$ cat src/rtl/vid_irq_pkg.sv
package vid_irq_pkg;
  typedef logic [2:0] irq_lvl_t;
  localparam irq_lvl_t LVL_NONE = 3'd0;
  localparam irq_lvl_t LVL_HOR  = 3'd4;
  localparam irq_lvl_t LVL_VER  = 3'd6;
  localparam int unsigned HEN_ADDR = 0;
  localparam int unsigned HEN_BIT  = 4;
  localparam int unsigned VEN_ADDR = 1;
  localparam int unsigned VEN_BIT  = 5;
endpackage

$ cat src/rtl/vid_irq_enables.sv
module vid_irq_enables
  import vid_irq_pkg::*;
#(
  parameter int ADDR_W = 5,
  parameter int DATA_W = 8
) (
  input  logic              clk,
  input  logic              rst_n,
  input  logic              reg_wr,
  input  logic [ADDR_W-1:0] reg_addr,
  input  logic [DATA_W-1:0] reg_data,
  output logic              h_en,
  output logic              v_en
);
  logic h_en_n, v_en_n;
  logic h_sel, v_sel;

  always_comb begin
    h_sel  = reg_wr && (reg_addr == ADDR_W'(HEN_ADDR));
    v_sel  = reg_wr && (reg_addr == ADDR_W'(VEN_ADDR));
    h_en_n = h_sel ? reg_data[HEN_BIT] : h_en;
    v_en_n = v_sel ? reg_data[VEN_BIT] : v_en;
  end

  always_ff @(posedge clk or negedge rst_n) begin
    if (!rst_n) begin
      h_en <= 1'b0;
      v_en <= 1'b0;
    end else begin
      if (h_sel) h_en <= h_en_n;
      if (v_sel) v_en <= v_en_n;
    end
  end
endmodule

$ cat src/rtl/vid_irq_sources.sv
module vid_irq_sources
  import vid_irq_pkg::*;
#(
  parameter int LINE_W   = 9,
  parameter int VBL_LINE = 224
) (
  input  logic              clk,
  input  logic              rst_n,
  input  logic              h_evt,
  input  logic [LINE_W-1:0] line_num,
  input  logic              ack_vld,
  input  irq_lvl_t          ack_lvl,
  input  logic              v_en,
  output logic              h_pend,
  output logic              v_pend,
  output logic              v_armed,
  output logic              stat_flag
);
  logic set_h, set_v, ack_h, ack_v, drop_v;
  logic h_pend_n, v_pend_n, v_armed_n, stat_n;
  logic upd_en;

  always_comb begin
    set_h  = h_evt;
    set_v  = h_evt && (line_num == LINE_W'(VBL_LINE));
    ack_h  = ack_vld && (ack_lvl == LVL_HOR);
    ack_v  = ack_vld && (ack_lvl == LVL_VER);
    // a late horizontal acknowledge swallows an armed vertical request
    drop_v = ack_v || (ack_h && v_armed);

    h_pend_n  = set_h || (h_pend && !ack_h);
    v_pend_n  = set_v || (v_pend && !drop_v);
    stat_n    = set_v || (stat_flag && !drop_v);
    v_armed_n = drop_v ? 1'b0 : (v_armed || (v_pend && v_en));
    upd_en    = set_h || set_v || ack_h || ack_v || (v_pend && v_en && !v_armed);
  end

  always_ff @(posedge clk or negedge rst_n) begin
    if (!rst_n) begin
      h_pend    <= 1'b0;
      v_pend    <= 1'b0;
      v_armed   <= 1'b0;
      stat_flag <= 1'b0;
    end else if (upd_en) begin
      h_pend    <= h_pend_n;
      v_pend    <= v_pend_n;
      v_armed   <= v_armed_n;
      stat_flag <= stat_n;
    end
  end
endmodule

$ cat src/rtl/vid_irq_prio.sv
module vid_irq_prio
  import vid_irq_pkg::*;
(
  input  logic     h_pend,
  input  logic     h_en,
  input  logic     v_pend,
  input  logic     v_en,
  output irq_lvl_t tgt_lvl
);
  always_comb begin
    if (v_pend && v_en)      tgt_lvl = LVL_VER;
    else if (h_pend && h_en) tgt_lvl = LVL_HOR;
    else                     tgt_lvl = LVL_NONE;
  end
endmodule

$ cat src/rtl/vid_irq_delay.sv
module vid_irq_delay
  import vid_irq_pkg::*;
#(
  parameter int LAT_CYCLES = 4
) (
  input  logic     clk,
  input  logic     rst_n,
  input  irq_lvl_t tgt_lvl,
  output irq_lvl_t out_lvl
);
  localparam int CNT_W = $clog2(LAT_CYCLES + 1);

  irq_lvl_t           held_q, held_n, out_n;
  logic [CNT_W-1:0]   cnt_q, cnt_n;
  logic               chg, upd_en;

  always_comb begin
    chg    = (tgt_lvl != held_q);
    held_n = held_q;
    cnt_n  = cnt_q;
    out_n  = out_lvl;
    if (chg) begin
      held_n = tgt_lvl;
      cnt_n  = CNT_W'(LAT_CYCLES);
    end else if (cnt_q != '0) begin
      cnt_n = cnt_q - 1'b1;
      if (cnt_q == CNT_W'(1)) out_n = held_q;
    end
    upd_en = chg || (cnt_q != '0);
  end

  always_ff @(posedge clk or negedge rst_n) begin
    if (!rst_n) begin
      held_q  <= LVL_NONE;
      cnt_q   <= '0;
      out_lvl <= LVL_NONE;
    end else if (upd_en) begin
      held_q  <= held_n;
      cnt_q   <= cnt_n;
      out_lvl <= out_n;
    end
  end
endmodule

$ cat src/rtl/vid_irq_ctrl.sv
module vid_irq_ctrl
  import vid_irq_pkg::*;
#(
  parameter int ADDR_W     = 5,
  parameter int DATA_W     = 8,
  parameter int LINE_W     = 9,
  parameter int VBL_LINE   = 224,
  parameter int LAT_CYCLES = 4
) (
  input  logic              clk,
  input  logic              rst_n,
  input  logic              reg_wr,
  input  logic [ADDR_W-1:0] reg_addr,
  input  logic [DATA_W-1:0] reg_data,
  input  logic              h_evt,
  input  logic [LINE_W-1:0] line_num,
  input  logic              ack_vld,
  input  logic [2:0]        ack_lvl,
  output logic [2:0]        irq_lvl,
  output logic              vint_flag
);
  logic     rst_s1, rst_sync_n;
  logic     h_en, v_en, h_pend, v_pend, v_armed;
  irq_lvl_t tgt_lvl;

  always_ff @(posedge clk or negedge rst_n) begin
    if (!rst_n) begin
      rst_s1     <= 1'b0;
      rst_sync_n <= 1'b0;
    end else begin
      rst_s1     <= 1'b1;
      rst_sync_n <= rst_s1;
    end
  end

  vid_irq_enables #(.ADDR_W(ADDR_W), .DATA_W(DATA_W)) u_en (
    .clk(clk), .rst_n(rst_sync_n), .reg_wr(reg_wr), .reg_addr(reg_addr),
    .reg_data(reg_data), .h_en(h_en), .v_en(v_en));

  vid_irq_sources #(.LINE_W(LINE_W), .VBL_LINE(VBL_LINE)) u_src (
    .clk(clk), .rst_n(rst_sync_n), .h_evt(h_evt), .line_num(line_num),
    .ack_vld(ack_vld), .ack_lvl(ack_lvl), .v_en(v_en), .h_pend(h_pend),
    .v_pend(v_pend), .v_armed(v_armed), .stat_flag(vint_flag));

  vid_irq_prio u_prio (
    .h_pend(h_pend), .h_en(h_en), .v_pend(v_pend), .v_en(v_en),
    .tgt_lvl(tgt_lvl));

  vid_irq_delay #(.LAT_CYCLES(LAT_CYCLES)) u_dly (
    .clk(clk), .rst_n(rst_sync_n), .tgt_lvl(tgt_lvl), .out_lvl(irq_lvl));
endmodule

$ cat config.mk
export PLATFORM = sky130hd
export DESIGN_NAME = vid_irq_ctrl
export DESIGN_NICKNAME = d
export VERILOG_FILES = /design/src/rtl/vid_irq_pkg.sv /design/src/rtl/vid_irq_enables.sv /design/src/rtl/vid_irq_sources.sv /design/src/rtl/vid_irq_prio.sv /design/src/rtl/vid_irq_delay.sv /design/src/rtl/vid_irq_ctrl.sv
export SDC_FILE = /design/constraint.sdc
export NUM_CORES = 1
export LEC_CHECK = 0
export ABC_AREA = 1
export CAP_MARGIN = 10
export CORE_MARGIN = 8
export CORE_UTILIZATION = 43
export DETAILED_ROUTE_END_ITERATION = 12
export PLACE_DENSITY = 0.78
export SLEW_MARGIN = 40
export SYNTH_ARGS = -nofsm -noshare
export SYNTH_HDL_FRONTEND = slang
export SYNTH_HIERARCHICAL = 1
export SYNTH_SLANG_ARGS = --single-unit
$ cat constraint.sdc
create_clock -name clk -period 0.9 [get_ports clk]
set_clock_uncertainty 0.15 [all_clocks]
set_input_delay 0.09 -clock clk [delete_from_list [all_inputs] [get_ports clk]]
set_output_delay 0.09 -clock clk [all_outputs]
set_load 0.05 [all_outputs]
==> impl_metrics.yaml <==
clock_network:
  clock_tree.root_cell: "sky130_fd_sc_hd__clkbuf_4"
  clock_path_buffers: 2
  clkSlewWorstSetupHoldPaths_ns: 0.11
  clock_sink_count: 17
  postCtsHoldBufs: 1
  cts_tree: "done"
  clock_buffers_created_by_tritoncts: 3
  worstSkewPairLatency_ns: 0.29
  htreeDepth: 1
sta:
  final-max-slew-violation-count: 0
  post-route-period-util_pct: 160.7
  whs_ns: -0.02725
  worst_slack_ns: -0.5462
  period_needed_ns: 1.446
  setup_violations: 14
  rsz0062_at_grt: "yes"
  finalHoldViolCount: 1
  max_freq_ghz: 0.6915
pwr:
  vdd.ir_drop.worst_mv: 1.356
  power_per_cell_area_mw_per_mm2: 1770
  power_leakage_nw: 0.8028
  totalPowerFinal_mw: 2.649
route:
  drt_iter0_markers: 9
  drtAntennaViolNets: 0
  routed_wirelength_mm: 2.266
  vias: 888
  per_cell_via_count_in_the_routed_design: 4.508
  routedWlPerCell_um: 11.50
  drt-pass1-iter-count: 4
  detail_route.drc_violations: 0
global_routing:
  grt_start_max_net_pins: 16
  grt.overflow.total: 0
  gr-usage-all-layers_pct: 13.36
  wire_length_of_the_first_global_routing_pass_mm: 3.905
  first_global_vias: 915
  initial_antenna_violation_count: 0
die:
  die-width_um: 61.84
  top_level_ports: 34
  floorplan.initialDensity_pct: 45.58
  core-area_mm2: 0.001982
  die_area_mm2: 0.003824
  fp-row-count: 16
  die_height_um: 61.84
logic_synthesis:
  yosys_warnings: 6
  synth_ff_type: "sky130_fd_sc_hd__dfrtp_1"
  synth_top_area_cell: "sky130_fd_sc_hd__dfrtp_1"
  synthXorXnorAreaFrac_pct: 0.9695
  avgSynthCellArea_um2: 7.285
  dominant_combinational_cell_family_by_area_after_synthesis: "simple AND/OR/NAND/NOR gates"
  synth_cells: 124
  post-synth-top-count-cell: "sky130_fd_sc_hd__nand2_1"
  mappedNetlistArea_um2: 903.4
  synth-edff-count: 0
  synth_simple_gate_area_share_pct: 32.83
  synthAdderAreaFrac_pct: 4.155
  synth_seq_area_share_pct: 47.09
  synth.lib_cells_used.distinct: 16
  synth-compound-area-share_pct: 1.662
  synth_common_cells: "45 x sky130_fd_sc_hd__nand2_1, 21 x sky130_fd_sc_hd__inv_1, 17 x sky130_fd_sc_hd__dfrtp_1"
  synth.top_cells.by_area: "sky130_fd_sc_hd__dfrtp_1 47%, sky130_fd_sc_hd__nand2_1 19%, sky130_fd_sc_hd__inv_1 8.7%"
  syn_nets: 157
  netlist.area_leader.share_pct: 47.09
  post_synthesis_mux_area_share_pct: 1.247
  asyncSetResetFlopFracSynth_pct: 100.0
  number_of_synthesized_register_bits: 17
placed_design:
  gpl.final_weighted_congestion: 0.8443
  port_buffers: 27
  placed_area_mm2: 0.001344
  place_hpwl_mm: 1.721
setup_path:
  critical_path_stages: 7
  cp_peak_stage_delay_ns: 0.41
  critPathMaxFanout: 3
  reg2reg_setup_slack_ns: -0.55
  timing_worst_setup_path_type: "flip-flop to flip-flop"
  setup.worst_path.end_class: "flip-flop"
  worst_ep_required_time_ns: 0.93
  rr_worst_depth: 7
  crit_path_cell_trace: "buf_4, ha_1, nand2_1, nor2_4, buf_4, nand4_1, nand2_1"
  critical_path_startpoint_category: "flip-flop"
  critical_path.n_buffers_inverters: 2
  critPathArrivalTime_ns: 1.48
  critical_path.slowest_cell: "sky130_fd_sc_hd__dfrtp_1"
  critPathTopFamily: "flip-flops"
finish:
  insertedDiodeCount: 0
  final_layout_size_suffix_gt1_share_pct: 27.65
  final_net_count: 204
  flow.area_growth_from_synthesis_pct: 65.65
  final_design_area_no_fill_mm2: 0.001496
flow_run:
  drv_cap: 0
hold_path:
  hold_crit_depth: 4
  worstHoldPathType: "input port to flip-flop"
status:
  violations: "hold timing, setup timing"
  outcome: "finished, violations left"
-- cell usage in the layout (no fill, tap or decap), types with 2 or more instances in the layout --
master / count
sky130_fd_sc_hd__buf_12: 4
sky130_fd_sc_hd__buf_4: 14
sky130_fd_sc_hd__inv_1: 18
sky130_fd_sc_hd__nand4_1: 4
sky130_fd_sc_hd__ha_4: 2
sky130_fd_sc_hd__clkdlybuf4s50_1: 19
sky130_fd_sc_hd__clkbuf_4: 3
sky130_fd_sc_hd__nand3_1: 5
sky130_fd_sc_hd__nor2_1: 9
sky130_fd_sc_hd__inv_2: 4
sky130_fd_sc_hd__conb_1: 2
sky130_fd_sc_hd__nand2_2: 4
sky130_fd_sc_hd__dlymetal6s2s_1: 4
sky130_fd_sc_hd__dfrtp_1: 16
sky130_fd_sc_hd__buf_6: 4
sky130_fd_sc_hd__nor2_2: 5
sky130_fd_sc_hd__nand2_1: 41
-- worst reg2reg max path: stages, from the launching register on --
cell and delay [ns]:
sky130_fd_sc_hd__dfrtp_1 0.41, sky130_fd_sc_hd__buf_4 0.14, sky130_fd_sc_hd__ha_1 0.19, sky130_fd_sc_hd__nand2_1 0.11, sky130_fd_sc_hd__nor2_4 0.05, sky130_fd_sc_hd__buf_4 0.13
sky130_fd_sc_hd__nand4_1 0.09, sky130_fd_sc_hd__nand2_1 0.07
-- kinds of logic after synthesis --
family	after synthesis
xor+xnor	1
fa+ha+maj	3
compound gates	3
mux	1
simple gates	71
flops	17
buf+inv	26
other cells	2
-- area by class of cell --
type,instances,area (um2)
Clock buffer,3,22.52
Clock inverter,1,5.005
Fill cell,136,485.5
Inverter,22,82.58
Multi-Input combinational cell,81,445.4
Sequential cell,17,426.7
Tap cell,27,33.78
Timing Repair Buffer,46,480.5
-- state kept, by name (all words and copies together), names as in the netlist --
name and count:
u_en/h_en 1, rst_sync_n 1, rst_s1 1, u_dly/out_lvl 3, u_src/v_pend 1, u_dly/held_q 3
u_en/v_en 1, u_src/h_pend 1, u_src/stat_flag 1, u_src/v_armed 1, u_dly/cnt_q 3
-- where the power goes --
group	internal, mW	switching [mW]
Combinational	0.694	0.568
Clock	0.165	0.251
Sequential	0.881	0.0900
Total	1.74	0.909
-- timing repair --
item                       CTS  global route
buffers inserted             5             4
setup endpoints to repair   15            17
hold endpoints to repair     2             1
resized for setup            7            13
pin swaps                    7            12
-- routing by layer --
layer	vias up	wire length, um	GRT usage [%]
met2	25	1196	24.52
met4	0	0	2.922
li1	458	-	-
met1	405	947	15.04
met3	0	123	3.292
met5	-	0	0
-- per-stage QoR --
step	std cells	util [%]	hold slack, ns	setup WS [ns]	setup TNS [ns]
2_1_floorplan	124	-	-0.3556	-0.4607	-2.613
3_3_place_gp	185	67.80	0.02644	-0.4577	-4.254
3_5_place_dp	185	67.80	0.03324	-0.5349	-4.739
4_1_cts	194	72.03	0.05075	-0.5307	-4.103
5_1_grt	197	75.51	-0.004646	-0.6560	-4.982
6_report	197	75.51	-0.02725	-0.5462	-4.139
-- final timing paths --
path,from,end
min in group asynchronous,rst_sync_n$_DFF_PN0_,u_src/v_armed$_DFFE_PN0P_
max in group asynchronous,rst_n,rst_s1$_DFF_PN0_
max,u_dly/cnt_q[0]$_DFFE_PN0N_,u_dly/out_lvl[2]$_DFFE_PN0P_
min reg2reg,rst_sync_n$_DFF_PN0_,u_src/v_armed$_DFFE_PN0P_
max reg2reg,u_dly/cnt_q[0]$_DFFE_PN0N_,u_dly/out_lvl[2]$_DFFE_PN0P_
min,reg_addr[0],u_en/h_en$_DFFE_PN0P_
Note: power is estimated with default switching activity, not from simulation.
